**src/rtl/scan_seq_pkg.sv**
```systemverilog
package scan_seq_pkg;

    typedef enum logic [2:0] {
        ST_IDLE,
        ST_SEEK,
        ST_ACQ,
        ST_CONV,
        ST_WAIT,
        ST_EMIT
    } seq_state_t;

    typedef enum logic [1:0] {
        RNG_BELOW   = 2'd0,
        RNG_INSIDE  = 2'd1,
        RNG_ABOVE   = 2'd2,
        RNG_OUTSIDE = 2'd3
    } rng_mode_t;

    localparam int ACQ_FIELDS = 4;
    localparam int ACQ_SEL_W  = $clog2(ACQ_FIELDS);

    localparam int EVT_N   = 3;
    localparam int EVT_EOS = 0;
    localparam int EVT_SAT = 1;
    localparam int EVT_RNG = 2;

endpackage

```
**src/rtl/scan_chan_pick.sv**
```systemverilog
module scan_chan_pick #(
    parameter int NUM_CH = 16,
    parameter int CH_W   = 4,
    parameter int PTR_W  = 5
) (
    input  logic [NUM_CH-1:0] en,
    input  logic [PTR_W-1:0]  from,
    output logic              found,
    output logic [CH_W-1:0]   idx
);
    // lowest enabled slot at or above the pointer
    always_comb begin
        found = 1'b0;
        idx   = '0;
        for (int i = NUM_CH - 1; i >= 0; i--) begin
            if (en[i] && (PTR_W'(i) >= from)) begin
                found = 1'b1;
                idx   = CH_W'(i);
            end
        end
    end
endmodule

```
**src/rtl/scan_limit_cmp.sv**
```systemverilog
module scan_limit_cmp
    import scan_seq_pkg::*;
#(
    parameter int RES_W = 12
) (
    input  logic [RES_W-1:0] value,
    input  logic [RES_W-1:0] low,
    input  logic [RES_W-1:0] high,
    input  rng_mode_t        mode,
    output logic             hit
);
    logic under, over;

    always_comb begin
        under = value < low;
        over  = value > high;
        unique case (mode)
            RNG_BELOW:   hit = under;
            RNG_INSIDE:  hit = !under && !over;
            RNG_ABOVE:   hit = over;
            RNG_OUTSIDE: hit = under || over;
            default:     hit = 1'b0;
        endcase
    end
endmodule

```
**src/rtl/scan_evt_reg.sv**
```systemverilog
module scan_evt_reg #(
    parameter int N = 3
) (
    input  logic         clk,
    input  logic         rst_n,
    input  logic [N-1:0] set,
    input  logic [N-1:0] clr,
    input  logic [N-1:0] mask,
    output logic [N-1:0] status,
    output logic         irq
);
    always_ff @(posedge clk) begin
        if (!rst_n) status <= '0;
        else        status <= (status & ~clr) | set;
    end

    always_comb irq = |(status & mask);

    logic past_ok;
    always_ff @(posedge clk) begin
        if (!rst_n) past_ok <= 1'b0;
        else        past_ok <= 1'b1;
    end


    sticky_hold_chk: assert property (@(posedge clk) disable iff (!rst_n)
        past_ok |-> ((($past(status) & ~$past(clr)) & ~status) == '0));


    irq_needs_status_chk: assert property (@(posedge clk) disable iff (!rst_n)
        irq |-> (status != '0));
endmodule

```
**src/rtl/scan_sequencer.sv**
```systemverilog
module scan_sequencer
    import scan_seq_pkg::*;
#(
    parameter int NUM_CH    = 16,
    parameter int RES_W     = 12,
    parameter int ACQ_W     = 10,
    parameter int AVG_LOG_W = 3,
    parameter int SCNT_W    = 4,
    localparam int CH_W     = $clog2(NUM_CH)
) (
    input  logic                        clk,
    input  logic                        rst_n,
    input  logic [NUM_CH-1:0]           cfg_ch_en,
    input  logic [NUM_CH*ACQ_SEL_W-1:0] cfg_acq_sel,
    input  logic [ACQ_FIELDS*ACQ_W-1:0] cfg_acq_time,
    input  logic [NUM_CH-1:0]           cfg_avg_en,
    input  logic [AVG_LOG_W-1:0]        cfg_avg_log2,
    input  logic [NUM_CH-1:0]           cfg_sat_en,
    input  logic [NUM_CH-1:0]           cfg_rng_en,
    input  logic [1:0]                  cfg_rng_mode,
    input  logic [RES_W-1:0]            cfg_rng_low,
    input  logic [RES_W-1:0]            cfg_rng_high,
    input  logic [SCNT_W-1:0]           cfg_scan_cnt,
    input  logic                        scan_start,
    output logic                        conv_start,
    input  logic                        conv_done,
    input  logic [RES_W-1:0]            conv_data,
    output logic                        res_valid,
    output logic [CH_W-1:0]             res_chan,
    output logic [RES_W-1:0]            res_data,
    output logic                        busy,
    input  logic [EVT_N-1:0]            evt_clear,
    input  logic [EVT_N-1:0]            evt_mask,
    output logic [EVT_N-1:0]            evt_status,
    output logic                        irq
);
    localparam int PTR_W   = CH_W + 1;
    localparam int AVG_MAX = (1 << AVG_LOG_W) - 1;
    localparam int SUM_W   = RES_W + AVG_MAX;
    localparam int SMP_W   = AVG_MAX + 1;
    localparam logic [RES_W-1:0] RES_TOP = {RES_W{1'b1}};

    seq_state_t state, nxt;

    logic [PTR_W-1:0]     ptr;
    logic [CH_W-1:0]      cur_ch;
    logic [ACQ_W-1:0]     acq_cnt, acq_rel;
    logic [SMP_W-1:0]     smp_left;
    logic [SUM_W-1:0]     sum;
    logic [SCNT_W-1:0]    scans_left;
    logic [AVG_LOG_W-1:0] shift_q;

    logic                 pick_found;
    logic [CH_W-1:0]      pick_idx;
    logic [ACQ_W-1:0]     pick_acq, eff_acq;
    logic [AVG_LOG_W-1:0] pick_shift;
    logic [SUM_W-1:0]     shifted;
    logic                 rng_hit;
    logic [EVT_N-1:0]     evt_set;
    logic                 last_scan;

    // configuration fan-out
    logic [ACQ_W-1:0]     acq_fld [ACQ_FIELDS];
    logic [ACQ_SEL_W-1:0] ch_sel  [NUM_CH];

    for (genvar f = 0; f < ACQ_FIELDS; f++) begin : g_acq_fld
        assign acq_fld[f] = cfg_acq_time[f*ACQ_W +: ACQ_W];
    end
    for (genvar c = 0; c < NUM_CH; c++) begin : g_ch_sel
        assign ch_sel[c] = cfg_acq_sel[c*ACQ_SEL_W +: ACQ_SEL_W];
    end

    scan_chan_pick #(
        .NUM_CH(NUM_CH),
        .CH_W  (CH_W),
        .PTR_W (PTR_W)
    ) u_pick (
        .en   (cfg_ch_en),
        .from (ptr),
        .found(pick_found),
        .idx  (pick_idx)
    );

    always_comb begin
        pick_acq   = acq_fld[ch_sel[pick_idx]];
        eff_acq    = (pick_acq == '0) ? ACQ_W'(1) : pick_acq;
        pick_shift = cfg_avg_en[pick_idx] ? cfg_avg_log2 : '0;
        shifted    = sum >> shift_q;
        last_scan  = scans_left <= SCNT_W'(1);
    end

    // state register
    always_ff @(posedge clk) begin
        if (!rst_n) state <= ST_IDLE;
        else        state <= nxt;
    end

    // next state
    always_comb begin
        nxt = state;
        unique case (state)
            ST_IDLE: if (scan_start) nxt = ST_SEEK;
            ST_SEEK: begin
                if (pick_found)     nxt = ST_ACQ;
                else if (last_scan) nxt = ST_IDLE;
                else                nxt = ST_SEEK;
            end
            ST_ACQ:  if (acq_cnt == ACQ_W'(1)) nxt = ST_CONV;
            ST_CONV: nxt = ST_WAIT;
            ST_WAIT: if (conv_done) nxt = (smp_left == SMP_W'(1)) ? ST_EMIT : ST_ACQ;
            ST_EMIT: nxt = ST_SEEK;
            default: nxt = ST_IDLE;
        endcase
    end

    // outputs
    always_comb begin
        conv_start = (state == ST_CONV);
        res_valid  = (state == ST_EMIT);
        busy       = (state != ST_IDLE);
        res_chan   = cur_ch;
        res_data   = shifted[RES_W-1:0];
    end

    // datapath
    always_ff @(posedge clk) begin
        if (!rst_n) begin
            ptr        <= '0;
            cur_ch     <= '0;
            acq_cnt    <= '0;
            acq_rel    <= '0;
            smp_left   <= '0;
            sum        <= '0;
            scans_left <= '0;
            shift_q    <= '0;
        end else begin
            unique case (state)
                ST_IDLE: if (scan_start) begin
                    ptr        <= '0;
                    scans_left <= (cfg_scan_cnt == '0) ? SCNT_W'(1) : cfg_scan_cnt;
                end
                ST_SEEK: begin
                    if (pick_found) begin
                        cur_ch   <= pick_idx;
                        acq_cnt  <= eff_acq;
                        acq_rel  <= eff_acq;
                        smp_left <= SMP_W'(1) << pick_shift;
                        shift_q  <= pick_shift;
                        sum      <= '0;
                    end else if (!last_scan) begin
                        scans_left <= scans_left - SCNT_W'(1);
                        ptr        <= '0;
                    end
                end
                ST_ACQ:  acq_cnt <= acq_cnt - ACQ_W'(1);
                ST_CONV: ;
                ST_WAIT: if (conv_done) begin
                    sum      <= sum + SUM_W'(conv_data);
                    smp_left <= smp_left - SMP_W'(1);
                    acq_cnt  <= acq_rel;
                end
                ST_EMIT: ptr <= PTR_W'(cur_ch) + PTR_W'(1);
                default: ;
            endcase
        end
    end

    scan_limit_cmp #(.RES_W(RES_W)) u_cmp (
        .value(res_data),
        .low  (cfg_rng_low),
        .high (cfg_rng_high),
        .mode (rng_mode_t'(cfg_rng_mode)),
        .hit  (rng_hit)
    );

    always_comb begin
        evt_set          = '0;
        evt_set[EVT_EOS] = (state == ST_SEEK) && !pick_found && last_scan;
        evt_set[EVT_SAT] = (state == ST_WAIT) && conv_done && cfg_sat_en[cur_ch]
                           && ((conv_data == '0) || (conv_data == RES_TOP));
        evt_set[EVT_RNG] = (state == ST_EMIT) && cfg_rng_en[cur_ch] && rng_hit;
    end

    scan_evt_reg #(.N(EVT_N)) u_evt (
        .clk   (clk),
        .rst_n (rst_n),
        .set   (evt_set),
        .clr   (evt_clear),
        .mask  (evt_mask),
        .status(evt_status),
        .irq   (irq)
    );

    // ordering checker state
    logic            chk_seen;
    logic [CH_W-1:0] chk_last;
    logic            chk_pend;
    always_ff @(posedge clk) begin
        if (!rst_n) begin
            chk_seen <= 1'b0;
            chk_last <= '0;
            chk_pend <= 1'b0;
        end else begin
            if (res_valid) begin
                chk_seen <= 1'b1;
                chk_last <= res_chan;
            end else if ((state == ST_SEEK) && !pick_found) begin
                chk_seen <= 1'b0;
            end
            if (conv_start)     chk_pend <= 1'b1;
            else if (conv_done) chk_pend <= 1'b0;
        end
    end


    res_chan_enabled_chk: assert property (@(posedge clk) disable iff (!rst_n)
        res_valid |-> cfg_ch_en[res_chan]);


    ascending_order_chk: assert property (@(posedge clk) disable iff (!rst_n)
        (res_valid && chk_seen) |-> (res_chan > chk_last));


    conv_pulse_chk: assert property (@(posedge clk) disable iff (!rst_n)
        conv_start |=> !conv_start);


    conv_outstanding_chk: assert property (@(posedge clk) disable iff (!rst_n)
        conv_start |-> !chk_pend);
endmodule

```
**config.mk**
```make
export PLATFORM = sky130hd
export DESIGN_NAME = scan_sequencer
export DESIGN_NICKNAME = d
export VERILOG_FILES = /design/src/rtl/scan_seq_pkg.sv /design/src/rtl/scan_chan_pick.sv /design/src/rtl/scan_limit_cmp.sv /design/src/rtl/scan_evt_reg.sv /design/src/rtl/scan_sequencer.sv
export SDC_FILE = /design/constraint.sdc
export NUM_CORES = 1
export LEC_CHECK = 0
export CAP_MARGIN = 30
export CORE_ASPECT_RATIO = 1.1
export CORE_MARGIN = 4
export CORE_UTILIZATION = 35
export DETAILED_ROUTE_END_ITERATION = 10
export GPL_ROUTABILITY_DRIVEN = 1
export PLACE_DENSITY_LB_ADDON = 0.3
export REMOVE_ABC_BUFFERS = 1
export SLEW_MARGIN = 10
export SYNTH_ARGS = -nofsm -noshare
export SYNTH_HDL_FRONTEND = slang
export SYNTH_SLANG_ARGS = --single-unit
```
**constraint.sdc**
```tcl
create_clock -name clk -period 4.1 [get_ports clk]
set_input_delay 0.82 -clock clk [delete_from_list [all_inputs] [get_ports clk]]
set_output_delay 0.82 -clock clk [all_outputs]
set_load 0.03 [all_outputs]
```
==> flow_summary_export.csv <==
group,metric,value,unit
layout,drive_gt1_frac,0.108,
sta,whs,0.479,ns
synthesis,synthesis.area,6830,µm²
clocking,cts_sinks,69,
sta,slew_viol_final,0,
setup_path,cp-end-kind,"register",
global_route,grt_pass1_wl,34.5,mm
place,io_buffers,213,
synthesis,ys_ff_latch,69,
die,core_area,19200,µm²
global_route,grt.overflow.total,0,
clocking,htree_num_levels,3,
min_path,hold_path_class,"register to register",
sta,worstMarginPinSlew,0.760,ns
synthesis,synth_flop_cell,"dfxtp_1",
synthesis,ys_async_sr_fraction,0,
synthesis,synth.area.top_cells,"dfxtp_1 20%, ha_1 7.7%, nand2_1 5.3%",
clocking,cts-resized-gates,0,
setup_path,max_stage_delay,0.50,ns
pwr,power.density,278,nW/µm²
sta,setup_viol,0,
sta,hold_violations,0,
place,post-dp-hpwl,17.3,mm
setup_path,endpoint,"acq_cnt[4]",
route,post-route-drc-count,0,
global_route,grt_pass1_vias,7029,
pwr,combPwrFrac,0.392,
layout,area_growth_syn_to_layout,43.6,%
global_route,grt_use_met2,0.316,
global_route,grt_max_degree,38,
clocking,cts_tree,"yes",
min_path,min_path_cells,2,
setup_path,path_delay_family,"compound AO/OA/AOI/OAI gates",
route,viasPerCell,5.44,
die,start_util,0.356,
synthesis,synth_top_family_by_area,"compound AO/OA/AOI/OAI gates",
setup_path,r2r-start,"ptr[4]",
route,wl_per_cell,15.7,µm
clocking,root_buffer,"clkbuf_16",
clocking,clk_path_buf_depth,2,
die,die_h,154,µm
synthesis,yosys.cell_types.count,85,
place,dp.cells,1339,
die,top_level_ports,214,
layout,post-route-util,0.511,
route,ant_nets,0,
synthesis,synth-compound-area-share,0.287,
layout,finalNetCount,1337,
pwr,p_sw,901,µW
global_route,gr-max-usage-layer,"met2",
clocking,path_clk_slew,0.06,ns
synthesis,syn_area_per_cell,7.81,µm²
sta,clock-skew-final,0.00543,ns
sta,fin_crit,3.84,ns
setup_path,cp-startpoint,"cfg_ch_en[7]",
route,drt_iter0_markers,424,
synthesis,syn_inst,874,
setup_path,crit_buf_inv,3,
clocking,ctsHoldBuffers,0,
die,die_w,141,µm
clocking,cts_made_buffers,9,
pwr,clkPwrFrac,0.311,
synthesis,synth_edf_count,0,
setup_path,worstPathRequired,4.33,ns
route,vias,7367,
place,place.gp.congestion,0.908,
synthesis,synthSimpleGateAreaFrac,0.247,
synthesis,synth.mux.area_fraction,0.0997,
pwr,sw_frac_of_total,0.331,
setup_path,crit_chain,"clkdlybuf4s50_1 > nor3b_1 > o311a_1 > a22oi_4 > buf_4 > o21ai_1 > a21oi_1 > a2111o_1 > buf_4 > and3_1 > a211o_1 > and2_4 > a221oi_2 > a21oi_1",
synthesis,yosysTopAreaCell,"dfxtp_1",
setup_path,r2r_slack,0.34,ns
layout,finalNonFillerCells,1355,
layout,mostFrequentLayoutCells,"212 x clkdlybuf4s50_1, 96 x nand2_1, 69 x dfxtp_1",
setup_path,rr_worst_depth,14,
sta,rsz0062_at_grt,"false",
pwr,p_int,1820,µW
route,wl,21.2,mm
sta,max_freq,260,MHz
pwr,ir_worst_vdd,0.203,mV
die,core.rowCount,53,
synthesis,ys_warn_count,0,
global_route,grt_usage,0.190,
sta,relSlewSlack,0.493,
layout,diodes,0,
run_status,status,"completed",
pwr,p_leak,0.00401,µW
route,drtPass1Iterations,5,
layout,fillers,1805,
global_route,met1_usage,0.251,
synthesis,synth_fa_ha_area_frac,0.0799,
clocking,postCtsSetupBuffers,0,
setup_path,crit_slowest_cell,"clkdlybuf4s50_1",
global_route,grt_antenna_before_repair,0,
setup_path,crit_type,"primary input to register",
setup_path,crit_fanout,8,
run,cap_violations,0,
setup_path,cp.depth,14,
clocking,insertion_delay,0.34,ns
layout,mostFrequentLayoutCell,"clkdlybuf4s50_1",
sta,fin_crit_sh,0.937,
setup_path,cp_data_arrival_time,4.07,ns
synthesis,synthXorXnorAreaFrac,0.0282,
die,die_area,21800,µm²
setup_path,rr_endpoint,"acq_cnt[1]",
synthesis,yosysSeqAreaShare,0.202,
global_route,use_met3,0.0439,
synthesis,yosysTopAreaCellShare,0.202,
pwr,p_seq_frac,0.297,
setup_path,cp-start-kind,"primary input",
-- kinds of logic after synthesis --
family                     Yosys count
muxes                               53
and+or+nand+nor                    327
xor gates and xnor gates            22
buffers and inverters               91
adders and majority gates           43
AOI/OAI and AO/OA                  269
DFF                                 69
-- worst reg2reg max path, delay by kind of cell, from the launching register on --
kind / cells / cell delay, ns
buf+inv: 4 / 0.87
compound gates: 7 / 1.73
mux: 1 / 0.37
simple gates: 2 / 0.18
flops: 1 / 0.56
-- stage by stage --
| step | cell area (µm²) | total power (µW) | TNS [ns] | worst slack, ns |
|---|---|---|---|---|
| after floorplan | 6630 | 1430 | 0 | 0.297 |
| after global placement | 9470 | 1880 | -0.441 | -0.128 |
| after detailed placement | 9470 | 1890 | -0.408 | -0.104 |
| after CTS | 9790 | 2740 | 0 | 0.246 |
| after global routing | 9800 | 2890 | 0 | 0.0152 |
| final | 9800 | 2720 | 0 | 0.258 |
-- power groups by stage --
stage                     Combinational, µW  Sequential [µW]  Clock [µW]
after floorplan                         618              814           0
after global placement                 1060              822           0
after detailed placement               1070              822           0
after CTS                              1070              808         862
after global routing                   1180              820         893
final                                  1070              809         846
-- worst min path at each step --
stage,from,endpoint,slack (ns)
CTS,acq_rel[4],acq_rel[4],0.48
finish,acq_rel[4],acq_rel[4],0.48
detailed placement,acq_rel[4],acq_rel[4],0.48
global placement,acq_rel[3],acq_rel[3],0.47
floorplan,sum[18],sum[18],0.45
global route,acq_rel[4],acq_rel[4],0.50
-- sequential cells by signal, summed over array words and instances (netlist names) --
name          flops
shift_q           3
res_chan          4
state             3
u_evt.status      3
acq_cnt          10
scans_left        4
sum              19
acq_rel          10
smp_left          8
ptr               5
-- Yosys cell counts, drive strengths merged (6+ instances only) --
cell / count
xor2: 9
mux4: 11
clkbuf: 31
nand2: 97
nor3: 20
and2: 24
nor2b: 21
mux2i: 32
xnor2: 13
ha: 42
nand3: 44
nor2: 47
nand4: 15
inv: 47
nor4: 8
dfxtp: 69
buf: 12
a22oi: 21
o211ai: 19
a211o: 6
and3: 20
o21ai: 71
a21oi: 46
a21boi: 15
mux2: 10
a21o: 11
o211a: 9
o21a: 8
nand2b: 8
o21bai: 8
-- layer usage --
| layer | vias to the layer above | part of all wire |
|---|---|---|
| met1 | 3383 | 0.46 |
| met3 | 27 | 0.063 |
| li1 | 3717 | - |
| met5 | - | 0 |
| met2 | 240 | 0.46 |
| met4 | 0 | 0.017 |
-- area by class of cell --
type | instances | area (µm²) | area share
inverters | 48 | 180 | 0.0184
clock buffers | 10 | 239 | 0.0244
repair buffers | 261 | 2520 | 0.258
well taps | 247 | 309 | 0.0315
multi-input cells | 714 | 5080 | 0.518
clock inverters | 6 | 86.3 | 0.00881
flip-flops and latches | 69 | 1380 | 0.141
No activity file was read; power rests on OpenSTA's default activity.
